[src/rtl/tile_bank_latch.sv]
module tile_bank_latch #(
  parameter int BANK_W = 5,
  parameter logic [7:0] TILE_CLR = 8'hFD,
  parameter logic [7:0] TILE_SET = 8'hFE
) (
  input  logic                 clk,
  input  logic                 rst_n,
  input  logic [13:0]          vaddr,
  input  logic                 rd_en,
  input  logic                 peek_en,
  input  logic [BANK_W-1:0]    bank_lo_a,
  input  logic [BANK_W-1:0]    bank_lo_b,
  input  logic [BANK_W-1:0]    bank_hi_a,
  input  logic [BANK_W-1:0]    bank_hi_b,
  output logic [BANK_W+11:0]   rom_addr,
  output logic                 pat_hit
);
  localparam int ROM_W = BANK_W + 12;

  logic [1:0]        sel_q;
  logic [BANK_W-1:0] bank_sel;

  wire       half = vaddr[12];
  wire [7:0] tile = vaddr[11:4];
  wire       upd  = rd_en & ~peek_en & pat_hit & vaddr[3];

  assign pat_hit = ~vaddr[13];

  always_comb begin
    case ({half, sel_q[half]})
      2'b00:   bank_sel = bank_lo_a;
      2'b01:   bank_sel = bank_lo_b;
      2'b10:   bank_sel = bank_hi_a;
      default: bank_sel = bank_hi_b;
    endcase
  end

  assign rom_addr = pat_hit ? {bank_sel, vaddr[11:0]} : {ROM_W{1'b0}};

  always_ff @(posedge clk) begin
    if (!rst_n)
      sel_q <= 2'b00;
    else if (upd && tile == TILE_CLR)
      sel_q[half] <= 1'b0;
    else if (upd && tile == TILE_SET)
      sel_q[half] <= 1'b1;
  end

  assert_peek_hold_R8: assert property (@(posedge clk) disable iff (!rst_n)
    peek_en |=> $stable(sel_q));

  assert_far_hold_R10: assert property (@(posedge clk) disable iff (!rst_n)
    vaddr[13] |=> $stable(sel_q));

  assert_plane0_hold_R5: assert property (@(posedge clk) disable iff (!rst_n)
    !vaddr[3] |=> $stable(sel_q));

  assert_lo_keeps_hi_R7: assert property (@(posedge clk) disable iff (!rst_n)
    !vaddr[12] |=> $stable(sel_q[1]));

  assert_hi_keeps_lo_R7: assert property (@(posedge clk) disable iff (!rst_n)
    vaddr[12] |=> $stable(sel_q[0]));

  assert_clear_lo_R4: assert property (@(posedge clk) disable iff (!rst_n)
    (rd_en && !peek_en && vaddr[13:12] == 2'b00 && vaddr[3] && vaddr[11:4] == TILE_CLR)
      |=> !sel_q[0]);

  assert_set_hi_R4: assert property (@(posedge clk) disable iff (!rst_n)
    (rd_en && !peek_en && vaddr[13:12] == 2'b01 && vaddr[3] && vaddr[11:4] == TILE_SET)
      |=> sel_q[1]);
endmodule

[config.mk]
export PLATFORM = sky130hd
export DESIGN_NAME = tile_bank_latch
export DESIGN_NICKNAME = d
export VERILOG_FILES = /design/src/rtl/tile_bank_latch.sv
export SDC_FILE = /design/constraint.sdc
export NUM_CORES = 1
export LEC_CHECK = 0
export ABC_AREA = 1
export CORE_MARGIN = 4
export CORE_UTILIZATION = 25
export DETAILED_ROUTE_END_ITERATION = 7
export PLACE_DENSITY = 0.83
export RECOVER_POWER = 100
export REMOVE_ABC_BUFFERS = 1
export SYNTH_ARGS = -nofsm -noshare
export SYNTH_HDL_FRONTEND = slang
export SYNTH_SLANG_ARGS = --single-unit
[constraint.sdc]
create_clock -name clk -period 1.4 [get_ports clk]
set_input_delay 0.21 -clock clk [delete_from_list [all_inputs] [get_ports clk]]
set_output_delay 0.21 -clock clk [all_outputs]
set_load 0.02 [all_outputs]
==> impl_summary.log, run 1 <==
[metrics] via total after detailed routing: ~730
[metrics] reg2reg path depth: 4
[metrics] GRT Util Overall: approximately 15%
[metrics] area share of and/or/nand/nor cells after synthesis: ~57%
[metrics] result of the run: finished with violations
[metrics] violated checks: setup timing
[metrics] post-synthesis mux area share: 0%
[metrics] CTS tree: yes
[metrics] DR pass1 iterations: 4
[metrics] average wire per cell in the routed design: roughly 11 um
[metrics] count of routing violations after the opening detailed-route iteration: 7
[metrics] clk_lat worst skew: 0.21 ns
[metrics] Min-Delay Path Depth: 4
[metrics] Critical Path, Cell by Cell: buf_6 > nor2_4 > nand2_1 > a41oi_2 > buf_6
[metrics] max_cap viols: 0
[metrics] Area growth, synth to finish: 154.0%
[metrics] Worst Tran Pin Value: ~0.26 ns
[metrics] VDD IR max: 0.0003202 V
[metrics] max-slew violation count: 0
[metrics] highest clock frequency the design can meet: a little over 700 MHz
[metrics] startpoint of the tightest hold check path: vaddr[12]
[metrics] height of the die: 48.27 um
[metrics] Total Power: ~0.44 mW
[metrics] Synth Register Bits: 2
[metrics] layout cell share with drive strength beyond 1: around 30%
[metrics] initial core utilization: 26.60%
[metrics] antenna violations before repair: 0
[metrics] PwrDens: approximately 420 nW/um2
[metrics] Finished Core Util: between 60% and 70%
[metrics] syn_area_per_cell: approximately 4.7 um2
[metrics] cells after synthesis: 86
[metrics] detailed-route DRC error count: 0
[metrics] Final Hold Fails: 0
[metrics] fraction of the mapped netlist area in adder cells: 0%
[metrics] Syn. warnings: 0
[metrics] total gr overflow: 0
[metrics] time the worst path needs with I/O delays and setup: ~1.4 ns
[metrics] final routed wirelength across all metal layers: 1864 um
[metrics] buffer cell driving the clock tree root: sky130_fd_sc_hd__clkbuf_4
[metrics] library cells used by synthesis: 15
[metrics] Antenna Diode Count: 0
[metrics] clk_skew: 0 ns
[metrics] Core Footprint: 1524 um2
[metrics] Sum Neg Setup Slack: -0.02078 ns
[metrics] critical path startpoint category: register
[metrics] number of buffer cells added on primary ports: 55
[metrics] cell mode on critical path: sky130_fd_sc_hd__buf_6
[metrics] Std-Cell Rows: 14
[metrics] area share of xor/xnor cells in the synthesized design: 0%
[metrics] Finish-stage setup viols: 1
[metrics] Post-layout nets: 191
[metrics] sequential area share after synthesis: roughly 9.9%
[metrics] biggest cell delay along the critical path: just over 0.3 ns
[metrics] final clock period utilization by the worst path: 101.5%
[metrics] Num Clock Sinks: 2
[metrics] dominant combinational cell family by area after synthesis: simple AND/OR/NAND/NOR gates
[metrics] post-CTS clock slew at the launch and capture registers of the worst setup and hold paths: ~0.030 ns
[metrics] final setup margin: -0.02078 ns
[metrics] leakage power: between 0.5 and 0.6 nW
[metrics] Worst Path Max Fanout: 5
[metrics] Die Area: 2330 um2
[metrics] Detailed Place HPWL: 1536 um
[metrics] termination of the worst setup path: rom_addr[12]
[metrics] flop2flop setup slack: around 0.60 ns
[metrics] die width: 48.27 um
[metrics] first-pass GRT wire length: about 2500 um
[metrics] Slew headroom: between 80% and 90%
[metrics] number of global-route vias before repair: between 600 and 700
[metrics] via count normalized by instance count: ~4.4
[metrics] CTS max path bufs: 2
[metrics] WS Path Type: reg -> out
[metrics] fillers: 140
[metrics] ports placed on the boundary: 56
[metrics] post-cts hold buffer count: 0
[metrics] Post-DRT Antenna Nets: 0
[metrics] kind of end point of the critical path: output pin
[metrics] cell at the slowest stage of the critical path: sky130_fd_sc_hd__dfxtp_2
[metrics] largest net degree at the start of global routing: 12
[metrics] endpoint arrival time on the critical path: between 1 and 1.5 ns
[metrics] number of levels the H-tree was split into: 1
[metrics] synthesized-area fraction occupied by ao, oa, aoi and oai cells: 12.96%
[metrics] number of CTS-inserted buffers: 3
[metrics] data required time at the worst endpoint: about 1.2 ns
[metrics] RSZ-0062 raised after global routing: true
[metrics] class of the most critical hold timing path: in -> reg
[metrics] routability-driven placement congestion ratio: between 0.7 and 0.8
[metrics] post-synthesis instance area: a little over 400 um2
-- cell type report --
cell class / instances / area, um2 / area share, %
clock buffer: 3 / 22.52 / 2.187
inverter: 20 / 75.07 / 7.290
multi-input combinational: 63 / 320.3 / 31.11
sequential: 2 / 42.54 / 4.131
tap: 16 / 20.02 / 1.944
timing repair buffer: 63 / 549.3 / 53.34
-- kinds of logic (layout without fill, tap and decap cells) --
kind of cell / Yosys count / in the layout
DFF: 2 / 2
AOI/OAI and AO/OA: 8 / 8
buffers and inverters: 21 / 86
and+or+nand+nor: 55 / 55
-- per-stage QoR --
stage / setup slack (ns) / hold slack [ns] / cell area (um2) / instances
floorplan: 0.1340 / 0.3368 / 400.4 / 85
global placement: -0.6584 / 0.5805 / 1023 / 163
detailed placement: -0.7372 / 0.5832 / 1023 / 163
CTS: -0.01753 / 0.5343 / 1042 / 166
global route: -0.08610 / 0.5669 / 1030 / 167
finish: -0.02078 / 0.5461 / 1030 / 167
-- synthesized netlist by cell type --
cell | instances | area, um2
sky130_fd_sc_hd__a21oi_1 | 3 | 15.01
sky130_fd_sc_hd__a31oi_1 | 1 | 6.260
sky130_fd_sc_hd__a41oi_1 | 3 | 26.28
sky130_fd_sc_hd__buf_2 | 1 | 5.000
sky130_fd_sc_hd__dfxtp_1 | 2 | 40.04
sky130_fd_sc_hd__inv_1 | 18 | 67.56
sky130_fd_sc_hd__inv_2 | 2 | 7.510
sky130_fd_sc_hd__nand2_1 | 30 | 112.6
sky130_fd_sc_hd__nand2_2 | 1 | 6.260
sky130_fd_sc_hd__nand3_2 | 1 | 10.01
sky130_fd_sc_hd__nand4_1 | 3 | 18.77
sky130_fd_sc_hd__nor2_1 | 18 | 67.56
sky130_fd_sc_hd__nor2_2 | 1 | 6.260
sky130_fd_sc_hd__nor2_4 | 1 | 11.26
sky130_fd_sc_hd__o21ai_0 | 1 | 5.000
-- cells in the final DEF, fill, tap and decap left out, types with 3 or more instances in the layout --
master / n
sky130_fd_sc_hd__nor2_1: 18
sky130_fd_sc_hd__inv_2: 4
sky130_fd_sc_hd__clkbuf_2: 12
sky130_fd_sc_hd__clkdlybuf4s50_1: 35
sky130_fd_sc_hd__nand2_2: 4
sky130_fd_sc_hd__nand4_1: 3
sky130_fd_sc_hd__buf_6: 3
sky130_fd_sc_hd__buf_4: 10
sky130_fd_sc_hd__a41oi_2: 3
sky130_fd_sc_hd__clkbuf_4: 3
sky130_fd_sc_hd__nand2_1: 27
sky130_fd_sc_hd__a21oi_1: 3
sky130_fd_sc_hd__inv_1: 16
-- worst min path at each step --
stage                          end
after CTS                 register
after global placement    register
after detailed placement  register
after floorplan           register
after global routing      register
final                     register
-- critical path, delay by kind of cell, from the launching register on --
family | cells | cell delay (ns)
simple gates | 2 | 0.23
buf+inv | 2 | 0.26
compound gates | 1 | 0.20
flops | 1 | 0.31
-- routing by layer --
layer  GRT usage, %  wire (um)  share of wire, %  vias up
met5              0          0                 0        -
met4              0          0                 0        0
met3          5.535        281                15        0
met2          30.73        946                51       42
met1          13.73        636                34      299
li1               -          -                 -      393
-- power by group --
part	leakage (nW)	switching (mW)	internal, mW
Combinational	0.490	0.114	0.146
Sequential	0.0171	0.0000140	0.0575
Clock	0.0138	0.0238	0.0938
Total	0.521	0.138	0.297
-- what timing repair did --
action,4_1_cts,5_1_grt
pin swaps,1,7
endpoints found under the setup margin,18,17
setup buffers,0,1
resized for setup,49,37
No activity file was read; power rests on OpenSTA's default activity.
==> inputs of run 2 (changes only) <==
- PLACE_DENSITY: 0.83 -> 0.81
==> run 2 against run 1 <==
- the run still ends with setup timing left
- core utilization grew 4.0 points
- first-iteration DRC count grew to 3.4 times the previous value
- die area did not move
- via count rose by 3.7%
- flip-flop and latch count unchanged
- sequential share of layout area down 0.23 points
- critical endpoint is now rom_addr[16]
- fmax up 1.4%
- final cell count did not move
==> impl_summary.log, run 2 (synthesis results as in run 1) <==
[metrics] count of routing violations after the opening detailed-route iteration: 24 (+17)
[metrics] Antenna Diode Count: 0 (unchanged)
[metrics] average wire per cell in the routed design: 11.59 um (+3.8%)
[metrics] CTS tree: yes
[metrics] Post-layout nets: 191 (unchanged)
[metrics] max_cap viols: 0 (unchanged)
[metrics] ports placed on the boundary: 56 (unchanged)
[metrics] Slew headroom: 84.79% (+2.3 points)
[metrics] clk_skew: 0 ns (unchanged)
[metrics] Finish-stage setup viols: 1 (unchanged)
[metrics] critical path startpoint category: register
[metrics] data required time at the worst endpoint: 1.19 ns (about the same)
[metrics] worst hold slack across all endpoints: 0.5484 ns (+0.002262 ns)
[metrics] clk_lat worst skew: 0.21 ns (about the same)
[metrics] PwrDens: 410.1 nW/um2 (-2.9%)
[metrics] fillers: 140 (unchanged)
[metrics] Min-Delay Path Depth: 4 (unchanged)
[metrics] Num Clock Sinks: 2 (unchanged)
[metrics] GRT Util Overall: 14.85% (+0.22 points)
[metrics] endpoint arrival time on the critical path: 1.19 ns (-0.02 ns)
[metrics] final clock period utilization by the worst path: 100.1% (-1.4 points)
[metrics] kind of end point of the critical path: output pin
[metrics] Detailed Place HPWL: 1536 um (about the same)
[metrics] total setup buffers inserted after CTS: 0 (unchanged)
[metrics] routability-driven placement congestion ratio: 0.7564 (-4.9%)
[metrics] reg2reg path depth: 3 (-1)
[metrics] leading cell type in the layout, fill and taps excluded: sky130_fd_sc_hd__clkdlybuf4s50_1
[metrics] leading cell types in the layout, fill and taps excluded: sky130_fd_sc_hd__clkdlybuf4s50_1 (34), sky130_fd_sc_hd__nand2_1 (26), sky130_fd_sc_hd__nor2_1 (18)
[metrics] Final Hold Fails: 0 (unchanged)
[metrics] dpl cell area: 1031 um2 (+0.73%)
[metrics] Std-Cell Rows: 14 (unchanged)
[metrics] number of global-route vias before repair: 681 (+0.29%)
[metrics] post-CTS clock slew at the launch and capture registers of the worst setup and hold paths: 0.03 ns (about the same)
[metrics] total gr overflow: 0 (unchanged)
[metrics] RSZ-0062 raised after global routing: true
[metrics] number of CTS-inserted buffers: 3 (unchanged)
[metrics] DR pass1 iterations: 4 (unchanged)
[metrics] number of buffer cells added on primary ports: 55 (unchanged)
[metrics] buffer cell driving the clock tree root: sky130_fd_sc_hd__clkbuf_4
[metrics] final routed wirelength across all metal layers: 1935 um (+3.8%)
[metrics] max-slew violation count: 0 (unchanged)
[metrics] die width: 48.27 um (unchanged)
[metrics] via count normalized by instance count: 4.557 (+3.7%)
[metrics] detailed-route DRC error count: 0 (unchanged)
[metrics] antenna violations before repair: 0 (unchanged)
[metrics] Post-DRT Antenna Nets: 0 (unchanged)
[metrics] Area growth, synth to finish: 169.1%
[metrics] final setup margin: -0.001056 ns (+0.01973 ns)
[metrics] via total after detailed routing: 761 (+3.7%)
[metrics] largest net degree at the start of global routing: 12 (unchanged)
[metrics] VDD IR max: 0.0003014 V (-5.9%)
[metrics] final standard cell count with taps included and fillers excluded: 167 (unchanged)
[metrics] CTS max path bufs: 2 (unchanged)
[metrics] Worst Tran Pin Value: 0.2290 ns (-0.03380 ns)
[metrics] height of the die: 48.27 um (unchanged)
[metrics] Sum Neg Setup Slack: -0.001056 ns (+0.01973 ns)
[metrics] cell total after placement: 164 (+0.61%)
[metrics] highest clock frequency the design can meet: 713.7 MHz (+1.4%)
[metrics] time the worst path needs with I/O delays and setup: 1.401 ns (-0.01973 ns)
[metrics] violated checks: setup timing
[metrics] Worst Path Max Fanout: 5 (unchanged)
[metrics] first-pass GRT wire length: 2532 um (+1.4%)
[metrics] result of the run: finished with violations
[metrics] initial core utilization: 26.60% (unchanged)
[metrics] layout cell share with drive strength beyond 1: 25.83% (-4.0 points)
[metrics] class of the most critical hold timing path: in -> reg
[metrics] Die Area: 2330 um2 (unchanged)
[metrics] number of levels the H-tree was split into: 1 (unchanged)
[metrics] WS Path Type: reg -> out
[metrics] Core Footprint: 1524 um2 (unchanged)
[metrics] leakage power: 0.5272 nW (+1.3%)
[metrics] Finished Cell Area: 1091 um2 (+6.0%)
run 2: changes by cell type in the layout (fill, tap and decap cells not counted), moves of 2 or more:
cell / delta
sky130_fd_sc_hd__dlygate4sd2_1: +4
sky130_fd_sc_hd__clkbuf_2: -12
sky130_fd_sc_hd__clkdlybuf4s15_2: +6
sky130_fd_sc_hd__clkdlybuf4s15_1: +2
run 2: path summary, 6_finish.rpt:
kind | start | end | slack, ns
hold reg to reg | register | register | 0.57
setup reg to reg | register | register | 0.65
hold / removal | vaddr[12] | register | 0.55
setup / recovery | register | rom_addr[16] | -0.001
run 2: worst max-delay path, cell delays in order (launching register included):
cell and delay (ns):
sky130_fd_sc_hd__dfxtp_2 0.31, sky130_fd_sc_hd__buf_6 0.11, sky130_fd_sc_hd__nor2_4 0.13, sky130_fd_sc_hd__nand2_2 0.07, sky130_fd_sc_hd__a41oi_2 0.19, sky130_fd_sc_hd__buf_4 0.16
run 2: cell type report:
class	instances	area, um2	area share (%)
inverter	20	75.07	6.881
tap	16	20.02	1.835
multi-input combinational	63	322.8	29.59
sequential	2	42.54	3.899
timing repair buffer	63	608.1	55.73
clock buffer	3	22.52	2.064
run 2: metal layers:
| metal | share of wire, % | GRT usage [%] | wire, um |
|---|---|---|---|
| met5 | 0 | 0 | 0 |
| met4 | 0 | 0 | 0 |
| met3 | 14 | 4.059 | 274 |
| met2 | 49 | 32.55 | 957 |
| met1 | 36 | 13.73 | 703 |
run 2: what timing repair did:
item,4_1_cts,5_1_grt
pin swaps,4,8
hold buffers,0,0
endpoints found under the setup margin,18,5
gates resized for setup,76,8
cloned,0,0
run 2: per-stage QoR:
step                utilization [%]  power [mW]  setup WS (ns)
floorplan                         -      0.1449         0.1340
global placement              67.65      0.3312        -0.6579
detailed placement            67.65      0.3331        -0.7068
CTS                           71.43      0.4500      -0.003758
global route                  71.59      0.4786       -0.06116
finish                        71.59      0.4474      -0.001056
run 2: where the power goes:
group | internal (mW) | total, mW | switching, mW
logic | 0.156 | 0.272 | 0.115
clock network | 0.0938 | 0.118 | 0.0246
registers | 0.0575 | 0.0575 | 0.0000153
total | 0.308 | 0.447 | 0.140
==> inputs of run 3 (changes only) <==
- SETUP_SLACK_MARGIN: default -> 0.4
==> run 3 against run 2 <==
- the flow now finishes without violations
- highest routed layer unchanged
- hold slack got worse by 0.0014 ns
- combinational power fell by 7%
- cell area fell by 6.0%
- core utilization fell by 4.3 points
- power fell by 3.9%
- wire length fell by 1.5%
- via count rose by 2.1%
- global-route usage rose by 0.45 points
- critical path depth did not move
- clock power barely moved
==> impl_summary.log, run 3 (synthesis results as in run 1) <==
[metrics] dpl cell area: 1031 um2 (unchanged)
[metrics] Worst Path Max Fanout: 5 (unchanged)
[metrics] detailed-route DRC error count: 0 (unchanged)
[metrics] Worst Tran Pin Value: 0.2818 ns (+0.05284 ns)
[metrics] Core Footprint: 1524 um2 (unchanged)
[metrics] number of levels the H-tree was split into: 1 (unchanged)
[metrics] Std-Cell Rows: 14 (unchanged)
[metrics] CTS max path bufs: 2 (unchanged)
[metrics] Slew headroom: 81.29% (-3.5 points)
[metrics] worst hold slack across all endpoints: 0.5470 ns (-0.001431 ns)
[metrics] RSZ-0062 raised after global routing: true
[metrics] Post-DRT Antenna Nets: 0 (unchanged)
[metrics] height of the die: 48.27 um (unchanged)
[metrics] fillers: 151 (+7.9%)
[metrics] Finish-stage setup viols: 0 (-1)
[metrics] Num Clock Sinks: 2 (unchanged)
[metrics] die width: 48.27 um (unchanged)
[metrics] Post-Place Worst Slack: -0.7068 ns (unchanged)
[metrics] Final Hold Fails: 0 (unchanged)
[metrics] Die Area: 2330 um2 (unchanged)
[metrics] first-pass GRT wire length: 2587 um (+2.2%)
[metrics] critical path startpoint category: register
[metrics] average wire per cell in the routed design: 11.28 um (-2.7%)
[metrics] flop2flop setup slack: 0.66 ns (about the same)
[metrics] clk_lat worst skew: 0.21 ns (about the same)
[metrics] max_cap viols: 0 (unchanged)
[metrics] class of the most critical hold timing path: in -> reg
[metrics] final setup margin: 0.01461 ns (+0.01567 ns)
[metrics] leakage power: 0.5128 nW (-2.7%)
[metrics] final standard cell count with taps included and fillers excluded: 169 (+1.2%)
[metrics] final clock period utilization by the worst path: 98.96% (-1.1 points)
[metrics] delay-heaviest family, CP: flip-flops
[metrics] startpoint of the tightest hold check path: vaddr[12]
[metrics] termination of the worst setup path: rom_addr[14]
[metrics] CTS tree: yes
[metrics] Finished Cell Area: 1026 um2 (-6.0%)
[metrics] Area growth, synth to finish: 153.1%
[metrics] leading cell type in the layout, fill and taps excluded: sky130_fd_sc_hd__nand2_1
[metrics] kind of end point of the critical path: output pin
[metrics] routability-driven placement congestion ratio: 0.7564 (unchanged)
[metrics] reg2reg path depth: 3 (unchanged)
[metrics] number of buffer and inverter instances along the worst setup path: 2 (unchanged)
[metrics] highest clock frequency the design can meet: 721.8 MHz (+1.1%)
[metrics] post-cts hold buffer count: 0 (unchanged)
[metrics] number of global-route vias before repair: 699 (+2.6%)
[metrics] max-slew violation count: 0 (unchanged)
[metrics] total gr overflow: 0 (unchanged)
[metrics] result of the run: finished, final reports clean
[metrics] count of routing violations after the opening detailed-route iteration: 10 (-58%)
[metrics] largest net degree at the start of global routing: 7 (-5)
[metrics] biggest cell delay along the critical path: 0.31 ns (about the same)
[metrics] time the worst path needs with I/O delays and setup: 1.385 ns (-0.01567 ns)
[metrics] Antenna Diode Count: 0 (unchanged)
[metrics] via total after detailed routing: 777 (+2.1%)
[metrics] cell at the slowest stage of the critical path: sky130_fd_sc_hd__dfxtp_2
[metrics] Total Power: 0.4298 mW (-3.9%)
[metrics] DR pass1 iterations: 4 (unchanged)
[metrics] initial core utilization: 26.60% (unchanged)
[metrics] final routed wirelength across all metal layers: 1906 um (-1.5%)
[metrics] via count normalized by instance count: 4.598 (+0.89%)
[metrics] Critical Path, Cell by Cell: buf_6 > nor2_4 > nand2_1 > a41oi_2 > buf_4
[metrics] number of buffer cells added on primary ports: 55 (unchanged)
[metrics] number of CTS-inserted buffers: 3 (unchanged)
[metrics] VDD IR max: 0.0003019 V (+0.16%)
[metrics] buffer cell driving the clock tree root: sky130_fd_sc_hd__clkbuf_4
[metrics] clk_skew: 0 ns (unchanged)
[metrics] GRT Util Overall: 15.30% (+0.45 points)
[metrics] post-CTS clock slew at the launch and capture registers of the worst setup and hold paths: 0.03 ns (about the same)
[metrics] ports placed on the boundary: 56 (unchanged)
[metrics] PwrDens: 419.0 nW/um2 (+2.2%)
[metrics] number of cells on the critical path: 5 (unchanged)
[metrics] data required time at the worst endpoint: 1.19 ns (about the same)
[metrics] leading cell types in the layout, fill and taps excluded: sky130_fd_sc_hd__nand2_1 (28), sky130_fd_sc_hd__clkdlybuf4s50_1 (21), sky130_fd_sc_hd__inv_1 (17)
[metrics] Post-layout nets: 193 (+1.0%)
[metrics] cell total after placement: 164 (unchanged)
[metrics] endpoint arrival time on the critical path: 1.18 ns (about the same)
[metrics] Detailed Place HPWL: 1536 um (unchanged)
[metrics] antenna violations before repair: 0 (unchanged)
[metrics] layout cell share with drive strength beyond 1: 25.49% (-0.34 points)
[metrics] WS Path Type: reg -> out
==> run 3: cell count changes in the layout (fill, tap and decap cells not counted), moves of 2 or more <==
cell	previous run	this run
sky130_fd_sc_hd__buf_6	2	5
sky130_fd_sc_hd__clkbuf_1	0	12
sky130_fd_sc_hd__clkdlybuf4s15_1	3	0
sky130_fd_sc_hd__clkdlybuf4s15_2	7	1
sky130_fd_sc_hd__clkdlybuf4s50_1	34	21
sky130_fd_sc_hd__dlygate4sd2_1	5	14
sky130_fd_sc_hd__nand2_1	26	28
sky130_fd_sc_hd__nand2_2	5	3
sky130_fd_sc_hd__nor2_1	18	14
sky130_fd_sc_hd__nor2_2	0	4
==> run 3: power by group <==
group	internal, mW	total [mW]	switching (mW)	leakage (nW)
logic	0.136	0.254	0.118	0.482
registers	0.0575	0.0575	0.0000154	0.0171
clock network	0.0938	0.118	0.0245	0.0138
total	0.288	0.430	0.142	0.513
==> run 3: timing repair <==
item                                    in CTS  in global routing
resized for setup                          133                  5
buffers inserted                             1                  0
hold endpoints to repair                     0                  0
pin swaps                                   24                  3
endpoints found under the setup margin      20                  9
cloned                                       1                  0
==> run 3: per-layer routing <==
metal	track usage (%)	up-vias	wire [um]	part of all wire [%]
li1	-	396	-	-
met1	13.73	335	690	36
met2	34.64	46	960	50
met3	3.321	0	255	13
met4	0	0	0	0
met5	0	-	0	0
==> run 3: worst min-delay path by stage <==
stage	to	cells after the start
floorplan	register	2
global placement	register	3
detailed placement	register	3
global route	register	3
CTS	register	4
finish	register	4
==> run 3: final cells by class <==
class                           instances  area (um2)  area share [%]
Clock buffer                            3       22.52           2.195
Inverter                               20       77.57           7.561
Multi-Input combinational cell         63       327.8           31.95
Sequential cell                         2       42.54           4.146
Tap cell                               16       20.02           1.951
Timing Repair Buffer                   65       535.5           52.20
==> run 3: worst reg2reg max path, stage by stage, from the launching register on <==
cell                      delay [ns]
sky130_fd_sc_hd__dfxtp_2        0.32
sky130_fd_sc_hd__buf_4          0.13
sky130_fd_sc_hd__a21oi_1        0.12
sky130_fd_sc_hd__nor2_1         0.06
==> run 3: metrics by stage <==
step           util (%)  setup TNS [ns]
5_1_grt           67.32         -0.1603
4_1_cts           70.28               0
3_5_place_dp      67.65          -8.442
2_1_floorplan         -               0
3_3_place_gp      67.65          -8.034
6_report          67.32               0
